## src/rtl/fsd_pkg.sv

```systemverilog
package fsd_pkg;
  typedef enum logic {SEL_RATE = 1'b0, SEL_CMD = 1'b1} wsel_e;
  typedef enum logic [1:0] {ST_IDLE, ST_ARMED, ST_APPLIED} commit_e;
endpackage

```

## src/rtl/fsd_phase.sv

```systemverilog
module fsd_phase #(
  parameter int PH_W = 6
) (
  input  logic            clk,
  input  logic            rst,
  output logic [PH_W-1:0] phase,
  output logic            frame_end
);
  logic [PH_W-1:0] ph_q;

  always_ff @(posedge clk) begin
    if (rst) ph_q <= '0;
    else     ph_q <= ph_q + 1'b1;
  end

  assign phase     = ph_q;
  assign frame_end = &ph_q;
endmodule

```

## src/rtl/fsd_ctrl.sv

```systemverilog
module fsd_ctrl #(
  parameter int SLOT_W   = 5,
  parameter int NUM_LANE = 2,
  parameter int STRIDE   = 8,
  parameter int WORD_W   = 32,
  parameter int KICK_BIT = 31
) (
  input  logic                               clk,
  input  logic                               rst,
  input  logic                               wr_en,
  input  logic                               wr_sel,
  input  logic [WORD_W-1:0]                  wr_data,
  input  logic                               frame_end,
  output logic [NUM_LANE-1:0][SLOT_W-1:0]    shadow,
  output logic [NUM_LANE-1:0][SLOT_W-1:0]    active,
  output logic                               busy
);
  import fsd_pkg::*;

  commit_e st_q;
  logic    rate_wr, kick;

  assign rate_wr = wr_en && (wr_sel == SEL_RATE) && (st_q == ST_IDLE);
  assign kick    = wr_en && (wr_sel == SEL_CMD) && wr_data[KICK_BIT] && (st_q == ST_IDLE);

  always_ff @(posedge clk) begin
    if (rst) begin
      st_q   <= ST_IDLE;
      shadow <= '0;
      active <= '0;
    end else begin
      for (int i = 0; i < NUM_LANE; i++)
        if (rate_wr) shadow[i] <= wr_data[STRIDE*(NUM_LANE-1-i) +: SLOT_W];
      case (st_q)
        ST_IDLE:    if (kick) st_q <= ST_ARMED;
        ST_ARMED:   if (frame_end) begin
                      active <= shadow;
                      st_q   <= ST_APPLIED;
                    end
        ST_APPLIED: if (frame_end) st_q <= ST_IDLE;
        default:    st_q <= ST_IDLE;
      endcase
    end
  end

  assign busy = (st_q != ST_IDLE);
endmodule

```

## src/rtl/fsd_lane.sv

```systemverilog
module fsd_lane #(
  parameter int SLOT_W = 5,
  parameter int PH_W   = 6,
  parameter int IDX    = 0
) (
  input  logic              clk,
  input  logic              rst,
  input  logic [PH_W-1:0]   phase,
  input  logic [SLOT_W-1:0] code,
  output logic              pass_en
);
  localparam logic [SLOT_W:0] FULL = SLOT_W'(1) << SLOT_W;

  logic              tick;
  logic [SLOT_W-1:0] slot, acc_q, acc_base;
  logic [SLOT_W:0]   mult, sum;
  logic              en_q;

  generate
    if (IDX == 0) begin : g_full
      assign tick = 1'b1;
    end else begin : g_pre
      assign tick = &phase[IDX-1:0];
    end
  endgenerate

  assign slot     = phase[IDX +: SLOT_W];
  assign mult     = FULL - {1'b0, code};
  assign acc_base = (slot == '0) ? '0 : acc_q;
  assign sum      = {1'b0, acc_base} + mult;

  always_ff @(posedge clk) begin
    if (rst) begin
      acc_q <= '0;
      en_q  <= 1'b0;
    end else begin
      en_q <= tick & sum[SLOT_W];
      if (tick) acc_q <= sum[SLOT_W-1:0];
    end
  end

  assign pass_en = en_q;
endmodule

```

## src/rtl/frac_swallow_div.sv

```systemverilog
module frac_swallow_div #(
  parameter int SLOT_W   = 5,
  parameter int NUM_LANE = 2,
  parameter int STRIDE   = 8,
  parameter int WORD_W   = 32,
  parameter int KICK_BIT = 31
) (
  input  logic                clk,
  input  logic                rst,
  input  logic                wr_en,
  input  logic                wr_sel,
  input  logic [WORD_W-1:0]   wr_data,
  output logic [NUM_LANE-1:0] pass_en,
  output logic                busy,
  output logic [WORD_W-1:0]   rate_rd
);
  localparam int PH_W = SLOT_W + NUM_LANE - 1;

  logic [PH_W-1:0]                    phase;
  logic                               frame_end;
  logic [NUM_LANE-1:0][SLOT_W-1:0]    shadow;
  logic [NUM_LANE-1:0][SLOT_W-1:0]    act_codes;

  fsd_phase #(.PH_W(PH_W)) u_phase (
    .clk(clk), .rst(rst), .phase(phase), .frame_end(frame_end)
  );

  fsd_ctrl #(
    .SLOT_W(SLOT_W), .NUM_LANE(NUM_LANE), .STRIDE(STRIDE),
    .WORD_W(WORD_W), .KICK_BIT(KICK_BIT)
  ) u_ctrl (
    .clk(clk), .rst(rst), .wr_en(wr_en), .wr_sel(wr_sel), .wr_data(wr_data),
    .frame_end(frame_end), .shadow(shadow), .active(act_codes), .busy(busy)
  );

  generate
    for (genvar i = 0; i < NUM_LANE; i++) begin : g_lane
      fsd_lane #(.SLOT_W(SLOT_W), .PH_W(PH_W), .IDX(i)) u_lane (
        .clk(clk), .rst(rst), .phase(phase), .code(act_codes[i]),
        .pass_en(pass_en[i])
      );
    end
  endgenerate

  always_comb begin
    rate_rd = '0;
    for (int i = 0; i < NUM_LANE; i++)
      rate_rd[STRIDE*(NUM_LANE-1-i) +: SLOT_W] = shadow[i];
  end
endmodule

```

## config.mk

```make
export PLATFORM = sky130hd
export DESIGN_NAME = frac_swallow_div
export DESIGN_NICKNAME = d
export VERILOG_FILES = /design/src/rtl/fsd_pkg.sv /design/src/rtl/fsd_phase.sv /design/src/rtl/fsd_ctrl.sv /design/src/rtl/fsd_lane.sv /design/src/rtl/frac_swallow_div.sv
export SDC_FILE = /design/constraint.sdc
export NUM_CORES = 1
export LEC_CHECK = 0
export BUFFER_PORTS_ARGS = -buffer_cell sky130_fd_sc_hd__buf_2
export CORE_MARGIN = 10
export CORE_UTILIZATION = 54
export CTS_CLUSTER_SIZE = 30
export DETAILED_ROUTE_END_ITERATION = 8
export GPL_ROUTABILITY_DRIVEN = 0
export PLACE_DENSITY = 0.86
export SETUP_SLACK_MARGIN = 0.1
export SYNTH_ARGS = -nofsm -noshare
export SYNTH_HDL_FRONTEND = slang
export SYNTH_HIERARCHICAL = 1
export SYNTH_SLANG_ARGS = --single-unit
```

## constraint.sdc

```tcl
create_clock -name clk -period 3.9 [get_ports clk]
set_input_delay 0.78 -clock clk [delete_from_list [all_inputs] [get_ports clk]]
set_output_delay 0.78 -clock clk [all_outputs]
set_load 0.1 [all_outputs]
```

# After elaboration in Yosys (flattened, before gate mapping)
# Cells that the tools add are included.
op_classes:
  bitwise: 2
  addsub: 5
  n_eq_ne: 5
  n_mux: 6
  n_reduce_logical: 12
ops:
  columns: ["cell", "n"]
  rows:
  - ["$add A5 B6 Y6", 2]
  - ["$sub A6 B5 Y6 const A", 2]
  - ["$logic_not A5 Y1", 2]
  - ["$mux W5", 2]
  - ["$reduce_and A7 Y1", 1]
  - ["$add A6 B1 Y6 const B", 1]
  - ["$mux W2", 3]
  - ["$pmux W2 S3", 1]
  - ["$reduce_and A6 Y1", 1]
  - ["$logic_and A1 B1 Y1", 5]
  - ["$ne A2 B2 Y1 const B", 2]
  - ["$reduce_and A3 Y1", 1]
  - ["$eq A2 B1 Y1 const B", 1]
  - ["$eq A2 B2 Y1 const B", 1]
  - ["$logic_not A2 Y1", 1]
  - ["$ne A2 B1 Y1 const B", 1]
  - ["$reduce_bool A2 Y1", 1]
  - ["$and A1 B1 Y1", 1]
  - ["$not A1 Y1", 1]
word_totals:
  reg_bits: 40
  inputBits: 36
  output_inout_bits: 35
  word_cells: 40

# Longest topological paths before layout
# Gate-level depths: netlist of run 1.
logic_depth:
  ltp_word: 5
  depth_mapped: 8
  depth_no_buf: 8

# By module
# The synthesis of run 1 kept the hierarchy.
by_module_without_submodules:
  columns: ["mod", "cells_per_inst", "area_each_um2", "instances", "seq_area_each_um2"]
  rows:
  - ["fsd_ctrl", 86, 944.7, 1, 440.4]
  - ["fsd_lane at g_lane[1].u_lane", 53, 447.9, 1, 120.1]
  - ["fsd_lane at g_lane[0].u_lane", 46, 386.6, 1, 120.1]
  - ["fsd_phase", 24, 236.5, 1, 120.1]
  - ["frac_swallow_div", 23, 168.9, 1, 0.0]

# Worst setup path after synthesis of run 1
# OpenSTA, ideal clock, no wires.
synth_timing:
  path_type: "reg2reg"
  from: "reg u_phase.ph_q[1] (netlist: u_phase/phase[1])"
  to: "reg g_lane[1].u_lane.acc_q[4]"
  path_stages_with_launch: 9
  path_buffers: 0
  slack_ns: 1.507
  arrival_ns: 2.310
  required_ns: 3.818
  setup_time_ns: 0.082
  period_less_slack_ns: 2.393
  cell_sequence: "dfxtp_1 -> or4_1 -> o21ai_0 -> ha_1 -> inv_1 -> fa_1 -> a21o_2 -> a2111o_1 -> o221ai_1"
synth_via:
  elab_chain_len: 3
synth_lines:
  columns: ["element", "line_no", "rtl"]
  rows:
  - ["start: declaration", "fsd_phase.sv:9", "logic [PH_W-1:0] ph_q;"]
  - ["start signal: assignment", "fsd_phase.sv:13", "else ph_q <= ph_q + 1'b1;"]
  - ["$logic_not A5 Y1", "fsd_lane.sv:29", "assign acc_base = (slot == '0) ? '0 : acc_q;"]
  - ["$mux W5", "fsd_lane.sv:29", null]
  - ["$add A5 B6 Y6", "fsd_lane.sv:30", "assign sum = {1'b0, acc_base} + mult;"]
  - ["end signal: assignment", "fsd_lane.sv:38", "if (tick) acc_q <= sum[SLOT_W-1:0];"]
  - ["end: declaration", "fsd_lane.sv:15", "logic [SLOT_W-1:0] slot, acc_q, acc_base;"]
# Every way passes these cells.
# A chain may end at the register's enable or synchronous reset.

# Final worst setup path of run 1
# Ends and elaborated chain as after synthesis.

==> flow_summary.json, run 1 <==
{
  "hold_class": "reg -> reg",
  "slew_headroom_pct": 36.6,
  "tritoncts": "built",
  "hold_buffers": 0,
  "row_count": 23,
  "max_freq_mhz": 386,
  "critPathKind": "reg -> reg",
  "nets": 308,
  "globalRouteOverflowTotal": 0,
  "power_mw": 0.978,
  "syn_inst": 232,
  "synth_common_cells": "dfxtp_1, nand2b_1, buf_4, mux2i_1, nor2_1",
  "ys_seq_area_share_pct": 36.7,
  "wl_per_cell_um": 13.5,
  "die_h_um": 83.6,
  "tns_ns": 0,
  "viasPerCell": 5.01,
  "dieArea_um2": 6990,
  "synth_top_area_share_pct": 36.7,
  "ant_nets": 0,
  "synth_area_um2": 2180,
  "synthArstFlopShare_pct": 0,
  "insertion_delay_ns": 0.30,
  "grt_pass1_wl_um": 7050,
  "synth-seq-cells": 40,
  "fillCellCount": 347,
  "required_ns": 4.11,
  "grt_max_degree": 56,
  "cts_buffers": 5,
  "clkSlewWorstSetupHoldPaths_ns": 0.08,
  "yosysMostFrequentCell": "dfxtp_1",
  "fin_skew_ns": 0.00726,
  "p_leak_nw": 0.987,
  "htreeDepth": 2,
  "regArea_um2": 801,
  "track_usage_pct": 11.9,
  "timing.final.crit_share_pct": 66.5,
  "initial_core_util_pct": 55.0,
  "final-max-slew-violation-count": 0,
  "peakVddDrop_uv": 356,
  "crit_start": "u_phase/phase[1]$_SDFF_PP0_",
  "wl_um": 4180,
  "grt_pass1_vias": 1580,
  "synth_ff_type": "dfxtp_1",
  "portBuffers": 27,
  "synth_top_area_cell": "dfxtp_1",
  "hpwl_um": 3080,
  "drtIter0Drc": 118,
  "cp-start-kind": "register",
  "root_buffer": "clkbuf_8",
  "design_area_um2": 2360,
  "cts_max_path_buffers": 2,
  "synth_area_leaders": "dfxtp_1, nand2b_1, mux2i_1",
  "setup_violations": 0,
  "final.setup.worst_slack_ns": 1.31,
  "critPathArrivalTime_ns": 2.81,
  "min-delay-start": "u_ctrl/active[2]$_SDFFE_PP0P_",
  "maxCapViolations": 0,
  "fin_crit_ns": 2.59,
  "area_delta_synth_final_pct": 8.08,
  "status": "completed",
  "end_kind": "register",
  "place_ws_ns": 1.33,
  "utilization_pct": 59.5,
  "placed_cell_area_um2": 2250,
  "drive_gt1_share_pct": 17.8,
  "antenna_cells": 0,
  "drcViolationCount": 0,
  "cts-resized-gates": 0,
  "cts.sinks": 40,
  "routed-via-count": 1547,
  "ios": 71,
  "die_w_um": 83.6,
  "tightest_slew_ns": 0.947,
  "core_area_um2": 3970,
  "antenna_found_initial": 0,
  "synth_edf_count": 0,
  "timing.rr.start": "u_phase/phase[1]$_SDFF_PP0_",
  "first_pass_iters": 4,
  "hold_viol_final": 0,
  "cts_setup_buffers": 0,
  "ys_types": 43,
  "ys_warn_count": 6,
  "multi_input_area_um2": 1200,
  "rsz0062_at_grt": "no",
  "avgSynthCellArea_um2": 9.42,
  "power_density_nw_per_um2": 414,
  "cp_max_fo": 6
}
metrics by stage:
step,std cells,hold slack [ns]
3_5_place_dp,301,0.471
3_3_place_gp,301,0.462
4_1_cts,309,0.484
6_report,309,0.480
2_1_floorplan,253,0.449
5_1_grt,309,0.516
sequential cells by signal, indices dropped and copies added, names as in the netlist:
signal                 count
g_lane.u_lane/acc_q       10
u_ctrl/active             10
u_ctrl/shadow             10
u_phase/phase              6
g_lane.u_lane/pass_en      2
u_ctrl/st_q                2
power breakdown:
group	leakage, nW	internal [mW]	total (mW)	switching, mW
clock	0.0541	0.189	0.335	0.146
combinational	0.608	0.0336	0.211	0.178
sequential	0.325	0.420	0.432	0.0117
total	0.987	0.643	0.978	0.335
kinds of logic after synthesis:
group | synth area share (%)
multiplexers | 9.62
adder cells (fa/ha/maj) | 8.71
buffers and inverters | 11.9
XOR/XNOR | 2.41
AND/OR/NAND/NOR | 23.4
AO/OA/AOI/OAI | 7.10
other | 0.172
flip-flops | 36.7
placed cells by master, fill, tap and decap left out, types with 5 or more instances in the layout:
cell and count:
a21oi_1 6, buf_2 27, clkbuf_8 5, conb_1 22, dfxtp_1 40, ha_1 12, inv_1 12, mux2i_1 21
nand2_1 5, nand2b_1 34, nor2_1 21, nor2b_1 7, o21ai_0 5
critical path: stages, from the launching register on:
cell	delay, ns
dfxtp_1	0.39
or4_1	0.59
o21ai_0	0.17
ha_1	0.17
inv_1	0.05
fa_1	0.41
a21o_2	0.22
a2111o_1	0.41
o221ai_1	0.09
metal layers:
layer  wire (um)  up-vias  global-route usage, %
met1        1690      711                   12.1
met3         380        6                   5.57
met4          60        0                   4.26
li1            -      780                      -
met2        2050       50                   20.9
met5           0        -                      0
final cells by class:
cell class                      count  share of cell area (%)
Sequential cell                    40                    33.9
Inverter                           13                    2.07
Clock inverter                      3                    1.80
Tap cell                           50                    2.65
Timing Repair Buffer               27                    5.72
Clock buffer                        5                    2.91
Multi-Input combinational cell    171                    50.9
final timing paths:
path / endpoint / slack (ns) / cells past startpoint
setup / recovery: g_lane[1].u_lane/acc_q[4]$_SDFFE_PP0P_ / 1.31 / 8
hold / removal: u_ctrl/active[2]$_SDFFE_PP0P_ / 0.48 / 2
setup reg to reg: g_lane[1].u_lane/acc_q[4]$_SDFFE_PP0P_ / 1.31 / 8
hold reg to reg: u_ctrl/active[2]$_SDFFE_PP0P_ / 0.48 / 2
No activity file was read; power rests on OpenSTA's default activity.
==> run 2, diff against run 1 <==
--- a/config.mk
+++ b/config.mk
@@ -7,11 +7,11 @@
 export LEC_CHECK = 0
 export BUFFER_PORTS_ARGS = -buffer_cell sky130_fd_sc_hd__buf_2
 export CORE_MARGIN = 10
-export CORE_UTILIZATION = 54
+export CORE_UTILIZATION = 50
 export CTS_CLUSTER_SIZE = 30
 export DETAILED_ROUTE_END_ITERATION = 8
 export GPL_ROUTABILITY_DRIVEN = 0
-export PLACE_DENSITY = 0.86
+export PLACE_DENSITY = 0.81
 export SETUP_SLACK_MARGIN = 0.1
 export SYNTH_ARGS = -nofsm -noshare
 export SYNTH_HDL_FRONTEND = slang
==> constraint.sdc (replaced) <==
create_clock -name clk -period 2.6 [get_ports clk]
set_input_delay 0.52 -clock clk [delete_from_list [all_inputs] [get_ports clk]]
set_output_delay 0.52 -clock clk [all_outputs]
set_load 0.1 [all_outputs]
==> flow_summary.json, run 2 (synthesis results as in run 1) <==
{
  "critPathKind": "reg -> reg",
  "tns_ns": 0,
  "final-max-slew-violation-count": 0,
  "die_w_um": 86.1,
  "end_kind": "register",
  "ios": 71,
  "tritoncts": "built",
  "critical_path_buf_inv_count": 1,
  "root_buffer": "clkbuf_8",
  "maxCapViolations": 0,
  "placed_cell_area_um2": 2270,
  "nets": 311,
  "antenna_found_initial": 0,
  "drcViolationCount": 0,
  "pwr-share-clk_pct": 30.6,
  "switching_share_pct": 35.4,
  "wl_um": 3960,
  "timing.rr.start": "u_phase/phase[5]$_SDFF_PP0_",
  "final_common_cell": "dfxtp_1",
  "core_area_um2": 4120,
  "cts_max_path_buffers": 2,
  "utilization_pct": 57.8,
  "p_int_mw": 0.902,
  "min-delay-start": "u_ctrl/active[7]$_SDFFE_PP0P_",
  "fin_crit_ns": 2.37,
  "r2r_cells": 8,
  "initial_core_util_pct": 53.1,
  "dieArea_um2": 7410,
  "power_density_nw_per_um2": 588,
  "drtIter0Drc": 94,
  "r2r-end": "g_lane[1].u_lane/acc_q[4]$_SDFFE_PP0P_",
  "first_pass_iters": 4,
  "design_area_um2": 2380,
  "area_delta_synth_final_pct": 8.82,
  "peakVddDrop_uv": 441,
  "hold_depth": 2,
  "routed-via-count": 1518,
  "cp-start-kind": "register",
  "die_h_um": 86.1,
  "timing.final.crit_share_pct": 91.1,
  "required_ns": 2.81,
  "crit_family": "compound AO/OA/AOI/OAI gates",
  "p_seq_share_pct": 46.0,
  "crit_slowest_cell": "or4_4",
  "final.setup.worst_slack_ns": 0.232,
  "crit_start": "u_phase/phase[5]$_SDFF_PP0_",
  "place_ws_ns": 0.144,
  "antenna_cells": 0,
  "hold_buffers": 0,
  "grt_pass1_wl_um": 6890,
  "hold_class": "reg -> reg",
  "mostFrequentLayoutCells": "dfxtp_1, nand2b_1, buf_2, conb_1",
  "htreeDepth": 2,
  "cts_setup_buffers": 0,
  "rrSetupSlack_ns": 0.23,
  "cpPeakStageDelay_ns": 0.54,
  "slew_headroom_pct": 48.7,
  "clkSlewWorstSetupHoldPaths_ns": 0.08,
  "grt_max_degree": 56,
  "top_regs": "g_lane.u_lane/acc_q (10), u_ctrl/active (10), u_ctrl/shadow (10)",
  "portBuffers": 27,
  "path_cells": "or4_4 -> o21ai_1 -> ha_1 -> inv_1 -> fa_2 -> a21o_2 -> a2111o_1 -> o221ai_1",
  "viasPerCell": 4.87,
  "drive_gt1_share_pct": 19.1,
  "setup_violations": 0,
  "tightest_slew_ns": 0.769,
  "cts.sinks": 40,
  "critPathArrivalTime_ns": 2.57,
  "ant_nets": 0,
  "wl_per_cell_um": 12.7,
  "power_mw": 1.40,
  "track_usage_pct": 11.2,
  "max_freq_mhz": 422,
  "globalRouteOverflowTotal": 0,
  "insertion_delay_ns": 0.29,
  "hpwl_um": 2900,
  "hold_viol_final": 0,
  "rsz0062_at_grt": "no",
  "cp_max_fo": 4,
  "combPwrFrac_pct": 23.5,
  "switchingPower_mw": 0.495,
  "p_leak_nw": 0.993,
  "cts_buffers": 5,
  "row_count": 23,
  "fin_skew_ns": 0.00556,
  "grt_pass1_vias": 1544,
  "holdPathEnd": "u_ctrl/active[7]$_SDFFE_PP0P_",
  "status": "completed"
}
run 2: cell count changes in the layout (fill, tap and decap cells not counted), sizes merged:
cell	change
buf	+3
bufinv	-1
clkbuf	+2
clkinv	-1
run 2: worst register-to-register path: stages, from the launching register on:
cell and delay (ns):
dfxtp_1 0.35, or4_4 0.54, o21ai_1 0.14, ha_1 0.18, inv_1 0.06, fa_2 0.35, a21o_2 0.21, a2111o_1 0.40
o221ai_1 0.07
run 2: how the worst max path moves through the flow:
stage | to | cells past startpoint
after floorplan | g_lane[1].u_lane/acc_q[4]$_SDFFE_PP0P_ | 8
after global placement | g_lane[1].u_lane/acc_q[4]$_SDFFE_PP0P_ | 8
after detailed placement | g_lane[1].u_lane/acc_q[4]$_SDFFE_PP0P_ | 8
after CTS | g_lane[1].u_lane/acc_q[4]$_SDFFE_PP0P_ | 8
after global routing | g_lane[1].u_lane/acc_q[4]$_SDFFE_PP0P_ | 8
final | g_lane[1].u_lane/acc_q[4]$_SDFFE_PP0P_ | 8
run 2: stage by stage:
step / cells / hold slack, ns
floorplan: 253 / 0.449
global placement: 304 / 0.461
detailed placement: 304 / 0.466
CTS: 312 / 0.473
global route: 312 / 0.479
finish: 312 / 0.478
run 2: layout make-up:
class	count	area, um2
Fill cell	385	1740
Tap cell	50	62.6
Multi-Input combinational cell	171	1210
Clock buffer	7	86.3
Clock inverter	1	7.51
Inverter	13	48.8
Timing Repair Buffer	30	158
Sequential cell	40	801
run 2: layer usage:
| metal | routed length, um | GRT usage, % | up-vias |
|---|---|---|---|
| li1 | - | - | 787 |
| met5 | 0 | 0 | - |
| met2 | 1920 | 18.2 | 35 |
| met3 | 196 | 3.97 | 6 |
| met4 | 65 | 5.24 | 0 |
| met1 | 1770 | 12.9 | 690 |
run 2: power groups by stage:
stage	clock, mW	combinational (mW)	sequential [mW]
6_report	0.427	0.328	0.642
5_1_grt	0.472	0.344	0.645
4_1_cts	0.444	0.325	0.642
3_5_place_dp	0	0.324	0.656
3_3_place_gp	0	0.323	0.655
2_1_floorplan	0	0.237	0.728
run 2: repair_timing:
| item | 4_1_cts | 5_1_grt |
|---|---|---|
| endpoints found under the hold margin | 0 | 0 |
| setup endpoints to repair | 0 | 2 |
| resized for setup | 0 | 4 |
